### src/rtl/flash_cmd_pkg.sv
package flash_cmd_pkg;

    typedef enum logic [1:0] {
        ENG_IDLE  = 2'd0,
        ENG_PREP  = 2'd1,
        ENG_ERASE = 2'd2
    } eng_state_e;

    localparam int SEQ_LEN = 6;

    localparam logic [11:0] WORD_KEY_P = 12'h555;
    localparam logic [11:0] WORD_KEY_S = 12'h2AA;
    localparam logic [11:0] BYTE_KEY_P = 12'hAAA;
    localparam logic [11:0] BYTE_KEY_S = 12'h555;

    // Low data byte expected at each step of the sequence.
    function automatic logic [7:0] step_data(input logic [2:0] step);
        case (step)
            3'd0:    return 8'hAA;
            3'd1:    return 8'h55;
            3'd2:    return 8'h80;
            3'd3:    return 8'hAA;
            3'd4:    return 8'h55;
            default: return 8'h10;
        endcase
    endfunction

    // Steps 1 and 4 use the secondary key address, the rest the primary one.
    function automatic logic step_is_primary(input logic [2:0] step);
        return !(step == 3'd1 || step == 3'd4);
    endfunction

endpackage

### src/rtl/flash_seq_tracker.sv
module flash_seq_tracker
    import flash_cmd_pkg::*;
#(
    parameter int ADDR_W = 12,
    parameter int DATA_W = 16
) (
    input  logic              clk,
    input  logic              rst_n,
    input  logic              byte_mode,
    input  logic              wr_en,
    input  logic [ADDR_W-1:0] wr_addr,
    input  logic [DATA_W-1:0] wr_data,
    input  logic              busy,
    output logic              start
);

    localparam logic [2:0] LAST_STEP = 3'(SEQ_LEN - 1);

    typedef struct packed {
        logic [2:0] step;
    } trk_t;

    trk_t trk_d, trk_q;
    logic [ADDR_W-1:0] exp_addr;
    logic              hit;

    always_comb begin
        trk_d = trk_q;
        start = 1'b0;
        if (step_is_primary(trk_q.step))
            exp_addr = ADDR_W'(byte_mode ? BYTE_KEY_P : WORD_KEY_P);
        else
            exp_addr = ADDR_W'(byte_mode ? BYTE_KEY_S : WORD_KEY_S);
        hit = (wr_addr == exp_addr) && (wr_data[7:0] == step_data(trk_q.step));
        if (wr_en && !busy) begin
            if (!hit) begin
                trk_d.step = 3'd0;
            end else if (trk_q.step == LAST_STEP) begin
                trk_d.step = 3'd0;
                start      = 1'b1;
            end else begin
                trk_d.step = trk_q.step + 3'd1;
            end
        end
    end

    always_ff @(posedge clk or negedge rst_n) begin
        if (!rst_n) trk_q <= '0;
        else        trk_q <= trk_d;
    end

    AST_STEP_BOUND: assert property (@(posedge clk) disable iff (!rst_n)
        trk_q.step <= LAST_STEP);
    AST_STEP_FROZEN_BUSY: assert property (@(posedge clk) disable iff (!rst_n)
        busy |=> $stable(trk_q.step));
    AST_START_NOT_BUSY: assert property (@(posedge clk) disable iff (!rst_n)
        start |-> !busy);

endmodule

### src/rtl/flash_erase_engine.sv
module flash_erase_engine
    import flash_cmd_pkg::*;
#(
    parameter int ARR_AW = 4,
    parameter int DATA_W = 16
) (
    input  logic              clk,
    input  logic              rst_n,
    input  logic              start,
    output logic              busy,
    output logic              done,
    output logic              arr_we,
    output logic [ARR_AW-1:0] arr_idx,
    output logic [DATA_W-1:0] arr_wdata
);

    localparam logic [ARR_AW-1:0] LAST_IDX = '1;

    typedef struct packed {
        eng_state_e        st;
        logic [ARR_AW-1:0] ptr;
        logic              done;
    } eng_t;

    eng_t eng_d, eng_q;

    always_comb begin
        eng_d      = eng_q;
        eng_d.done = 1'b0;
        arr_we     = 1'b0;
        arr_wdata  = '0;
        case (eng_q.st)
            ENG_IDLE: begin
                if (start) begin
                    eng_d.st  = ENG_PREP;
                    eng_d.ptr = '0;
                end
            end
            ENG_PREP: begin
                arr_we    = 1'b1;
                arr_wdata = '0;
                if (eng_q.ptr == LAST_IDX) begin
                    eng_d.st  = ENG_ERASE;
                    eng_d.ptr = '0;
                end else begin
                    eng_d.ptr = eng_q.ptr + 1'b1;
                end
            end
            ENG_ERASE: begin
                arr_we    = 1'b1;
                arr_wdata = '1;
                if (eng_q.ptr == LAST_IDX) begin
                    eng_d.st   = ENG_IDLE;
                    eng_d.ptr  = '0;
                    eng_d.done = 1'b1;
                end else begin
                    eng_d.ptr = eng_q.ptr + 1'b1;
                end
            end
            default: eng_d.st = ENG_IDLE;
        endcase
    end

    always_ff @(posedge clk or negedge rst_n) begin
        if (!rst_n) eng_q <= '{st: ENG_IDLE, ptr: '0, done: 1'b0};
        else        eng_q <= eng_d;
    end

    assign busy    = (eng_q.st != ENG_IDLE);
    assign done    = eng_q.done;
    assign arr_idx = eng_q.ptr;

    AST_START_FROM_IDLE: assert property (@(posedge clk) disable iff (!rst_n)
        start |-> eng_q.st == ENG_IDLE);
    AST_ERASE_AFTER_PREP: assert property (@(posedge clk) disable iff (!rst_n)
        (eng_q.st == ENG_ERASE && $past(eng_q.st) != ENG_ERASE) |-> $past(eng_q.st) == ENG_PREP);
    AST_DONE_ON_FALL: assert property (@(posedge clk) disable iff (!rst_n)
        $fell(busy) |-> done);
    AST_DONE_SINGLE: assert property (@(posedge clk) disable iff (!rst_n)
        done |=> !done);

endmodule

### src/rtl/flash_array.sv
module flash_array #(
    parameter int ARR_AW = 4,
    parameter int DATA_W = 16
) (
    input  logic              clk,
    input  logic              rst_n,
    input  logic              wr_en,
    input  logic [ARR_AW-1:0] wr_idx,
    input  logic [DATA_W-1:0] wr_data,
    input  logic              rd_en,
    input  logic [ARR_AW-1:0] rd_idx,
    input  logic              busy,
    input  logic              start,
    output logic [DATA_W-1:0] rd_data
);

    localparam int DEPTH      = 1 << ARR_AW;
    localparam int TOGGLE_BIT = 6;
    localparam int POLL_BIT   = 7;

    typedef struct packed {
        logic [DATA_W-1:0] rdata;
        logic              tog;
    } rd_t;

    logic [DATA_W-1:0] mem [DEPTH];
    rd_t rd_d, rd_q;

    // Storage has no reset: a hardware reset must leave contents as they are.
    always_ff @(posedge clk) begin
        if (wr_en) mem[wr_idx] <= wr_data;
    end

    always_comb begin
        rd_d = rd_q;
        if (start) rd_d.tog = 1'b0;
        if (rd_en) begin
            if (busy) begin
                rd_d.rdata             = '0;
                rd_d.rdata[TOGGLE_BIT] = rd_q.tog;
                rd_d.tog               = ~rd_q.tog;
            end else begin
                rd_d.rdata = mem[rd_idx];
            end
        end
    end

    always_ff @(posedge clk or negedge rst_n) begin
        if (!rst_n) rd_q <= '0;
        else        rd_q <= rd_d;
    end

    assign rd_data = rd_q.rdata;

    AST_POLL_LOW: assert property (@(posedge clk) disable iff (!rst_n)
        (rd_en && busy) |=> rd_q.rdata[POLL_BIT] == 1'b0);
    AST_RDATA_HOLD: assert property (@(posedge clk) disable iff (!rst_n)
        !rd_en |=> $stable(rd_q.rdata));
    AST_WRITE_ONLY_BUSY: assert property (@(posedge clk) disable iff (!rst_n)
        wr_en |-> busy);

endmodule

### src/rtl/flash_cmd_ctl.sv
module flash_cmd_ctl
    import flash_cmd_pkg::*;
#(
    parameter int ADDR_W = 12,
    parameter int DATA_W = 16,
    parameter int ARR_AW = 4
) (
    input  logic              clk,
    input  logic              rst_n,
    input  logic              byte_mode,
    input  logic              bus_we,
    input  logic              bus_re,
    input  logic [ADDR_W-1:0] bus_addr,
    input  logic [DATA_W-1:0] bus_wdata,
    output logic [DATA_W-1:0] bus_rdata,
    output logic              busy,
    output logic              erase_done
);

    logic              start;
    logic              arr_we;
    logic [ARR_AW-1:0] arr_idx;
    logic [DATA_W-1:0] arr_wdata;
    logic [ARR_AW-1:0] rd_idx;

    assign rd_idx = byte_mode ? bus_addr[ARR_AW:1] : bus_addr[ARR_AW-1:0];

    flash_seq_tracker #(.ADDR_W(ADDR_W), .DATA_W(DATA_W)) u_trk (
        .clk(clk), .rst_n(rst_n), .byte_mode(byte_mode),
        .wr_en(bus_we), .wr_addr(bus_addr), .wr_data(bus_wdata),
        .busy(busy), .start(start)
    );

    flash_erase_engine #(.ARR_AW(ARR_AW), .DATA_W(DATA_W)) u_eng (
        .clk(clk), .rst_n(rst_n), .start(start),
        .busy(busy), .done(erase_done),
        .arr_we(arr_we), .arr_idx(arr_idx), .arr_wdata(arr_wdata)
    );

    flash_array #(.ARR_AW(ARR_AW), .DATA_W(DATA_W)) u_arr (
        .clk(clk), .rst_n(rst_n),
        .wr_en(arr_we), .wr_idx(arr_idx), .wr_data(arr_wdata),
        .rd_en(bus_re), .rd_idx(rd_idx), .busy(busy), .start(start),
        .rd_data(bus_rdata)
    );

    AST_BUSY_AFTER_START: assert property (@(posedge clk) disable iff (!rst_n)
        start |=> busy);
    AST_DONE_NOT_BUSY: assert property (@(posedge clk) disable iff (!rst_n)
        erase_done |-> !busy);

endmodule

### config.mk
export PLATFORM = sky130hd
export DESIGN_NAME = flash_cmd_ctl
export DESIGN_NICKNAME = d
export VERILOG_FILES = /design/src/rtl/flash_cmd_pkg.sv /design/src/rtl/flash_seq_tracker.sv /design/src/rtl/flash_erase_engine.sv /design/src/rtl/flash_array.sv /design/src/rtl/flash_cmd_ctl.sv
export SDC_FILE = /design/constraint.sdc
export NUM_CORES = 1
export LEC_CHECK = 0
export BUFFER_PORTS_ARGS = -buffer_cell sky130_fd_sc_hd__buf_4
export CAP_MARGIN = 20
export CORE_UTILIZATION = 55
export CTS_CLUSTER_SIZE = 10
export DETAILED_ROUTE_END_ITERATION = 12
export PLACE_DENSITY = 0.76
export SLEW_MARGIN = 30
export SYNTH_ARGS = -nofsm -noshare
export SYNTH_HDL_FRONTEND = slang
export SYNTH_HIERARCHICAL = 1
export SYNTH_SLANG_ARGS = --single-unit
### constraint.sdc
create_clock -name clk -period 7.8 [get_ports clk]
set_clock_uncertainty 0.1 [all_clocks]
set_input_delay 2.34 -clock clk [delete_from_list [all_inputs] [get_ports clk]]
set_output_delay 2.34 -clock clk [all_outputs]
set_load 0.02 [all_outputs]
* Yosys cells after proc, flatten, opt, wreduce, memory -nomap -nowiden
Memories as Yosys holds them, arrays and structs flattened.
Cells that the tools add are included.
** Cells by class
- Eq/ne operators :: 13
- Reductions and logical operators :: 13
- Add/subtract/negate cells :: 2
- Bitwise logic cells :: 1
- Mux-type cells :: 26
** Operators with widths (number)
- two-way mux 16 bit :: 2
- two-way mux 12 bit :: 2
- case mux 8 bit (3 select lines) :: 1
- equality test 12 bit :: 1
- two-way mux 1 bit :: 11
- two-way mux 11 bit :: 1
- equality test 8 bit :: 1
- two-way mux 4 bit :: 2
- case mux 4 bit (2 select lines) :: 1
- equality test 3 x 2 -> 1 bit, second input constant :: 2
- equality test 3 bit, second input constant :: 2
- two-way mux 3 bit :: 2
- two-way mux 6 bit :: 1
- case mux 2 bit (3 select lines) :: 1
- OR reduction 2 bit :: 3
- adder 4 x 1 -> 4 bit, second input constant :: 1
- equality test 4 bit, second input constant :: 1
- two-way mux 2 bit :: 2
- inequality test 2 x 1 -> 1 bit, second input constant :: 2
- nonzero test 2 bit :: 2
- adder 3 x 1 -> 3 bit, second input constant :: 1
- equality test 3 x 1 -> 1 bit, second input constant :: 1
- zero test 3 bit :: 1
- AND reduction 3 bit :: 1
- other kinds (9) :: 10
** Word-level totals
- Output and inout port bits :: 18
- Bits in writable memories :: 256
- Logic and storage cells :: 62
- Input bits :: 33
- Memories :: 1
- Register bits after elaboration :: 27
** Memories
- u_arr.mem :: words 16, bits a word 16, read ports 1, clocked after memory_dff 0, wr ports 1, line flash_array.sv:26 : logic [DATA_W-1:0] mem [DEPTH];

* Logic depth before layout (Yosys ltp)
Gate-level depths: netlist of the first run.
- Word-level depth :: 10
- Depth in mapped cells :: 14

* Modules after synthesis
The synthesis of the first run kept the hierarchy.
** Modules (own cells, without submodules)
- flash_array :: seq. area each 8112.8 um^2, cells an instance 624, area an instance 10850.4 um^2, times used 1
- flash_erase_engine :: seq. area each 175.2 um^2, cells an instance 57, area an instance 559.3 um^2, times used 1
- flash_seq_tracker :: seq. area each 75.1 um^2, cells an instance 54, area an instance 442.9 um^2, times used 1
- flash_cmd_ctl :: seq. area each 0.0 um^2, cells an instance 4, area an instance 45.0 um^2, times used 1

* Least setup slack after synthesis of the first run
Ideal clock, no wire load.
- Path type :: in2reg
- Start :: input port byte_mode
- End :: register u_eng/eng_q[6] (netlist bit)
- Arrival time :: 4.333 ns
- Slack :: 3.242 ns
- Cell stages on the path :: 10
- Path buffers :: 0
- Cell sequence :: ha_1 -> nor4b_1 -> a31oi_1 -> a2111oi_2 -> o221a_2 -> nand3_2 -> nor2_1 -> nand2b_2 -> o21ai_2 -> mux2_4
** On the way
- Word-level cells in the longest chain between the ends :: 8
- Elaborated cells on any way between the ends :: 9
** Ends and longest elaborated chain
- start: declaration :: line flash_cmd_ctl.sv:10 : input logic byte_mode,
- two-way mux 12 bit / two-way mux 11 bit (equally long branches) :: line flash_seq_tracker.sv:31, flash_seq_tracker.sv:33
- two-way mux 12 bit (*) :: line flash_seq_tracker.sv:30 : if (step_is_primary(trk_q.step))
- equality test 12 bit (*) :: line flash_seq_tracker.sv:34 : hit = (wr_addr == exp_addr) && (wr_data[7:0] == step_data(trk_q.step));
- logical AND 1 bit (*) :: line flash_seq_tracker.sv:34
- two-way mux 1 bit (*) :: line flash_seq_tracker.sv:36 : if (!hit) begin
- two-way mux 1 bit (*) :: line flash_seq_tracker.sv:35 : if (wr_en && !busy) begin
- net start :: line flash_cmd_ctl.sv:20 : logic start;
- inequality test 2 bit (no source line) (*)
- AND reduction 3 bit (no source line) (*)
- end signal: assignment :: line flash_erase_engine.sv:65 : if (!rst_n) eng_q <= '{st: ENG_IDLE, ptr: '0, done: 1'b0};
- end signal: assignment :: line flash_erase_engine.sv:66 : else eng_q <= eng_d;
- end: declaration :: line flash_erase_engine.sv:25 : eng_t eng_d, eng_q;
Mark *: on every way through the listed nets, which the timed path passes. The rest lies on a longest branch.
A chain may end at the register's enable or synchronous reset.

* Worst setup path after layout of the first run
Same ends and word-level chain as after synthesis.

==> results of run 1 <==
[through the flow]
| step | total power [W] | worst slack, ns |
|---|---|---|
| 6_report | 0.00325 | 3.22 |
| 3_5_place_dp | 0.00185 | 2.79 |
| 2_1_floorplan | 0.00181 | 3.24 |
| 5_1_grt | 0.00334 | 3.04 |
| 3_3_place_gp | 0.00184 | 2.88 |
| 4_1_cts | 0.00328 | 3.29 |
[state kept, by name (all words and copies together), names as in the netlist]
signal	cells
u_eng/eng_q	2
u_eng/arr_idx	4
u_eng/done	1
u_trk/trk_q	3
u_arr/rd_q	1
u_arr/mem	256
u_arr/rd_data	16
[layer usage]
layer | up-vias | track usage | part of all wire
met4 | 0 | 0.0883 | 0.028
met3 | 43 | 0.0407 | 0.058
met5 | - | 0 | 0
met2 | 204 | 0.345 | 0.50
li1 | 2863 | - | -
met1 | 3139 | 0.266 | 0.42
[worst max path at each step]
stage,endpoint,slack (ns),startpoint
2_1_floorplan,u_eng/eng_q[6],3.24,byte_mode
4_1_cts,u_eng/eng_q[6],3.29,byte_mode
3_5_place_dp,u_eng/eng_q[6],2.79,byte_mode
3_3_place_gp,u_eng/eng_q[6],2.88,byte_mode
6_report,u_eng/eng_q[6],3.22,byte_mode
5_1_grt,u_eng/eng_q[6],3.04,byte_mode
[kinds of logic (layout without fill, tap and decap cells)]
kind of cell / count (synthesis) / count (layout) / synth area share
buffers and inverters: 91 / 140 / 0.0527
AO/OA/AOI/OAI: 101 / 101 / 0.0669
flip-flops: 283 / 283 / 0.703
multiplexers: 132 / 132 / 0.115
adder cells (fa/ha/maj): 8 / 8 / 0.00820
XOR/XNOR: 3 / 3 / 0.00221
AND/OR/NAND/NOR: 121 / 121 / 0.0521
[area by class of cell]
| cell class | instances | area (um^2) | share of cell area |
|---|---|---|---|
| clock inverters | 5 | 92.6 | 0.00698 |
| multi-input cells | 365 | 3000 | 0.226 |
| flip-flops and latches | 283 | 8360 | 0.630 |
| well taps | 275 | 344 | 0.0259 |
| clock buffers | 54 | 926 | 0.0698 |
| repair buffers | 60 | 474 | 0.0357 |
| inverters | 21 | 78.8 | 0.00594 |
[synthesized netlist by cell type, types with 3 or more instances]
cell type	number	area (um^2)
edfxtp_1	256	7690
mux2i_1	124	1240
a22oi_1	45	338
nand2_1	40	150
buf_4	39	293
dfrtp_1	27	676
inv_1	21	78.8
nor2_1	20	75.1
a21oi_1	18	90.1
nand3_1	16	80.1
buf_2	11	55.1
buf_6	8	90.1
nor2b_1	8	50.1
o221ai_2	8	120
ha_1	7	87.6
o221ai_1	7	61.3
clkbuf_1	6	22.5
nand2b_1	6	37.5
nor3_1	6	30.0
o21ai_0	6	30.0
nand3b_1	5	37.5
mux2_2	4	45.0
and2_1	3	18.8
and3_1	3	18.8
buf_12	3	60.1
mux4_2	3	67.6
[worst max-delay path, cell delays in order]
cell and delay [ns]:
buf_4 0.14, ha_1 0.34, nor4b_1 0.33, a31oi_1 0.11, a2111oi_2 0.37, o221a_2 0.28
nand3_2 0.10, nor2_1 0.24, nand2b_2 0.25, o21ai_2 0.08, mux2_4 0.29
[power groups by stage]
stage | registers (W) | clock network, W | logic [W]
5_1_grt | 0.00165 | 0.00152 | 0.000177
2_1_floorplan | 0.00168 | 0 | 0.000136
4_1_cts | 0.00165 | 0.00146 | 0.000166
3_3_place_gp | 0.00168 | 0 | 0.000161
3_5_place_dp | 0.00168 | 0 | 0.000166
6_report | 0.00165 | 0.00143 | 0.000166
==> metrics, run 1 <==
share of layout cells above drive strength 1=0.171; worst r2r src=u_trk/trk_q[2]; leakage power=about 4.4 nW; die span in x=149 um; TritonCTS clock tree=yes; worst slew pin tran=0.994 ns; Final Wtd Congestion=0.826; vias per inst=5.88; IO Pins=51; most frequent cells in the layout=edfxtp_1 (256), mux2i_1 (124), buf_4 (58); CTS buffer count=34; Worst Hold End=u_arr/rd_q[0]; # Post-CTS Setup Buffers=0; First-pass DRT Iterations=5; Syn Nets=just under 800; Clock Path Buffers=3; row cnt=53; fin cells=1063; yosys warns=6; sequential fraction of design power=0.508; initial core utilization=0.564; commonest non-fill, non-tap cell in the layout=edfxtp_1; HPWL after detailed placement=around 13 mm; # fillers=1474; Fin. Hold Viols=0; Mapped Cells=739; Cell Area, Placed=12200 um^2; 1st-iter DRT viols=516; Post-synth EDFFs=256; Ant. Diodes=0; cts hold-fix bufs=0; clock sink total=283; hold path depth=1; startpoint types=input port; Core Area=21100 um^2; post-synthesis average cell area=16.1 um^2; WL/cell=20.9 um; Internal Power=0.00256 W; Sw Ratio=0.211; P_sw=0.000686 W; min-delay src=u_arr/rd_q[0]; slew margin rel.=0.335; Final Setup Violations=0; Reg2Reg Depth=13; post-layout util=0.629; DR vias=6249; synth unique cells=59; RR Endpoint=u_eng/eng_q[6]; final instance area=13300 um^2; Main synth FF type=edfxtp_1; outcome=complete, no violations; Async SR Flop Fraction=0.0954; vias in the first global route=6432; Synth-to-Final Area Change=11.6%; combinational share of power=0.051; Worst Path Required=8.09 ns; Routed Wire Length=22.2 mm; minimum clock period=between 4 and 5 ns; Cell Area, Synth=11900 um^2; initial antenna violation count=0; FMAX=218 MHz; Final Cycle Share=0.588; Residual DRC=0; setup TNS=0 ns; CTS Root Buffer Type=clkbuf_16; r2r setup slk=4.33 ns; DRT antenna net count=0; pin count of the biggest net entering global routing=132; placed cell count=1003; first-pass GRT wire length=between 30 and 40 mm; Die Y-Extent=149 um; htree depth=2; CTS clk-pin slew, worst paths=0.05 ns; worst hold slack=0.425 ns; max_cap viols=0; Nets=between 800 and 900; Clock Latency Late Sink=0.52 ns; crit path max fanout=5; Crit. End Element=flip-flop; critical path arrival=just under 5 ns; PwrDens=245 nW/um^2; sequential share of the synthesized area=0.703; Hold Crit Class=flip-flop to flip-flop; Seq cells post-synth=283; CP Class=input port to flip-flop; Resized Gates After CTS=0; global route overflow=0; Tot GR Track Use=0.207; die footprint=roughly 22000 um^2; IO buf count=42; Final Max Slew Viols=0; setup repair after global routing missed its margin=false; clock power share=0.441; peak supply drop=about 0.00025 V
Power figures use the tool's default switching activity.
==> inputs of run 2 (changes only) <==
--- a/config.mk
+++ b/config.mk
@@ -10,7 +10,7 @@
 export CORE_UTILIZATION = 55
 export CTS_CLUSTER_SIZE = 10
 export DETAILED_ROUTE_END_ITERATION = 12
-export PLACE_DENSITY = 0.76
+export PLACE_DENSITY = 0.79
 export SLEW_MARGIN = 30
 export SYNTH_ARGS = -nofsm -noshare
 export SYNTH_HDL_FRONTEND = slang
==> constraint.sdc (replaced) <==
create_clock -name clk -period 3.8 [get_ports clk]
set_clock_uncertainty 0.1 [all_clocks]
set_input_delay 1.14 -clock clk [delete_from_list [all_inputs] [get_ports clk]]
set_output_delay 1.14 -clock clk [all_outputs]
set_load 0.02 [all_outputs]
==> run 2 against run 1 <==
Compared with the run above: die area unchanged; clock power increased by 100%; total power increased by 100%; utilization increased by 0.20 points; non-clock buffer count increased by 9; critical path depth increased by 2; sequential power increased by 110%; combinational power increased by 110%; count of clock-buffer cells in the layout increased by 4; sequential share of layout area decreased by 0.20 points; routed wire length increased by 2.7%; setup slack got worse by 2.7 ns; critical path type is now flip-flop to flip-flop.
==> metrics, run 2 (synthesis gave the netlist of run 1 again) <==
r2r setup slk=just under 0.5 ns; initial core utilization=0.564; startpoint types=flip-flop; Nets=814; vias in the first global route=6365; WL/cell=21.3 um; First-pass DRT Iterations=5; FMAX=around 300 MHz; Ant. Diodes=0; Hold Crit Class=flip-flop to flip-flop; Worst Path Required=slightly above 4 ns; # fillers=1489; Critical Path Start=u_trk/trk_q[2]; CTS Root Buffer Type=clkbuf_16; HPWL after detailed placement=12.8 mm; Synth-to-Final Area Change=11.9%; setup TNS=0 ns; Die Y-Extent=149 um; htree depth=2; Residual DRC=0; Clock Latency Late Sink=~0.52 ns; Final Max Slew Viols=0; vias per inst=5.90; outcome=complete, no violations; CP Class=flip-flop to flip-flop; Tot GR Track Use=0.211; Final Wtd Congestion=between 0.8 and 0.9; worst hold slack=0.401 ns; Reg2Reg Depth=13; peak supply drop=0.000505 V; Most flops, register=u_arr/mem; Final Cycle Share=0.874; 1st-iter DRT viols=607; crit path max fanout=9; Largest register FFs=256; Final Setup Violations=0; minimum clock period=3.32 ns; share of layout cells above drive strength 1=0.174; DR vias=about 6300; clock sink total=between 200 and 300; DRT antenna net count=0; # Post-CTS Setup Buffers=0; slew margin rel.=0.428; IO Pins=~50; CTS clk-pin slew, worst paths=0.05 ns; pin count of the biggest net entering global routing=129; leakage power=between 4 and 5 nW; worst slew pin tran=0.859 ns; initial antenna violation count=0; CP endpoint=u_eng/eng_q[6]; IO buf count=42; Fin. Hold Viols=0; setup repair after global routing missed its margin=false; global route overflow=0; Routed Wire Length=22.8 mm; die span in x=approximately 150 um; RR Endpoint=u_eng/eng_q[6]; PwrDens=499 nW/um^2; max_cap viols=0; Crit. End Element=flip-flop; worst r2r src=u_trk/trk_q[2]; first-pass GRT wire length=35.0 mm; critical path arrival=3.60 ns; cts hold-fix bufs=0; Resized Gates After CTS=0; commonest non-fill, non-tap cell in the layout=edfxtp_1; TritonCTS clock tree=yes; Core Area=21100 um^2; die footprint=22200 um^2; Clock Path Buffers=3; row cnt=53; most frequent cells in the layout=edfxtp_1 (256), mux2i_1 (124), buf_4 (65); CTS buffer count=34
-- run 2: changes by cell type in the layout (fill, tap and decap cells not counted), moves of 3 or more --
cell / before / now
nor2_4: 4 / 0
clkbuf_1: 20 / 23
nor2_1: 14 / 19
buf_4: 58 / 65
buf_12: 0 / 4
-- run 2: area by class of cell --
type / instances / area (um^2) / share of cell area
sequential: 283 / 8360 / 0.628
tap: 275 / 344 / 0.0258
inverter: 21 / 78.8 / 0.00592
clock inverter: 3 / 37.5 / 0.00282
multi-input combinational: 365 / 2960 / 0.222
timing repair buffer: 69 / 568 / 0.0427
clock buffer: 58 / 962 / 0.0723
-- run 2: worst min path at each step --
stage / to / startpoint / slack [ns] / depth (start not counted)
floorplan: u_arr/rd_q[0] / u_arr/rd_q[0] / 0.36 / 1
global placement: u_arr/rd_q[0] / u_arr/rd_q[0] / 0.39 / 1
detailed placement: u_arr/rd_q[0] / u_arr/rd_q[0] / 0.40 / 1
CTS: u_arr/rd_q[0] / u_arr/rd_q[0] / 0.41 / 1
global route: u_arr/rd_q[0] / u_arr/rd_q[0] / 0.44 / 1
finish: u_arr/rd_q[0] / u_arr/rd_q[0] / 0.40 / 1
-- run 2: report_power, final --
group	leakage [nW]	switching (W)	internal, W
Sequential	2.17	0.0000191	0.00337
Clock	0.477	0.00118	0.00173
Combinational	1.78	0.000207	0.000144
-- run 2: per-layer routing --
layer	vias to the layer above	GRT usage	routed length [um]
li1	2894	-	-
met1	3164	0.276	9500
met2	232	0.347	11100
met3	48	0.0391	1510
met4	0	0.0918	705
met5	-	0	0
-- run 2: stage by stage --
step,area [um^2],power [W],instances,util,setup slack (ns)
global route,13300,0.00682,1074,0.631,0.175
CTS,13300,0.00669,1074,0.631,0.531
floorplan,11900,0.00372,739,-,0.442
detailed placement,12300,0.00380,1013,0.584,0.109
finish,13300,0.00665,1074,0.631,0.480
global placement,12300,0.00379,1013,0.584,0.205
-- run 2: critical path, cell delays in order (launching register included) --
cell and delay (ns):
dfrtp_1 0.47, xnor2_1 0.16, nor2_1 0.17, inv_1 0.07, ha_1 0.30, nor4b_1 0.34, a31oi_1 0.11, a2111oi_2 0.37
o221a_2 0.27, nand3_2 0.09, nor2_1 0.16, nand2b_2 0.20, o21ai_2 0.08, mux2_4 0.30
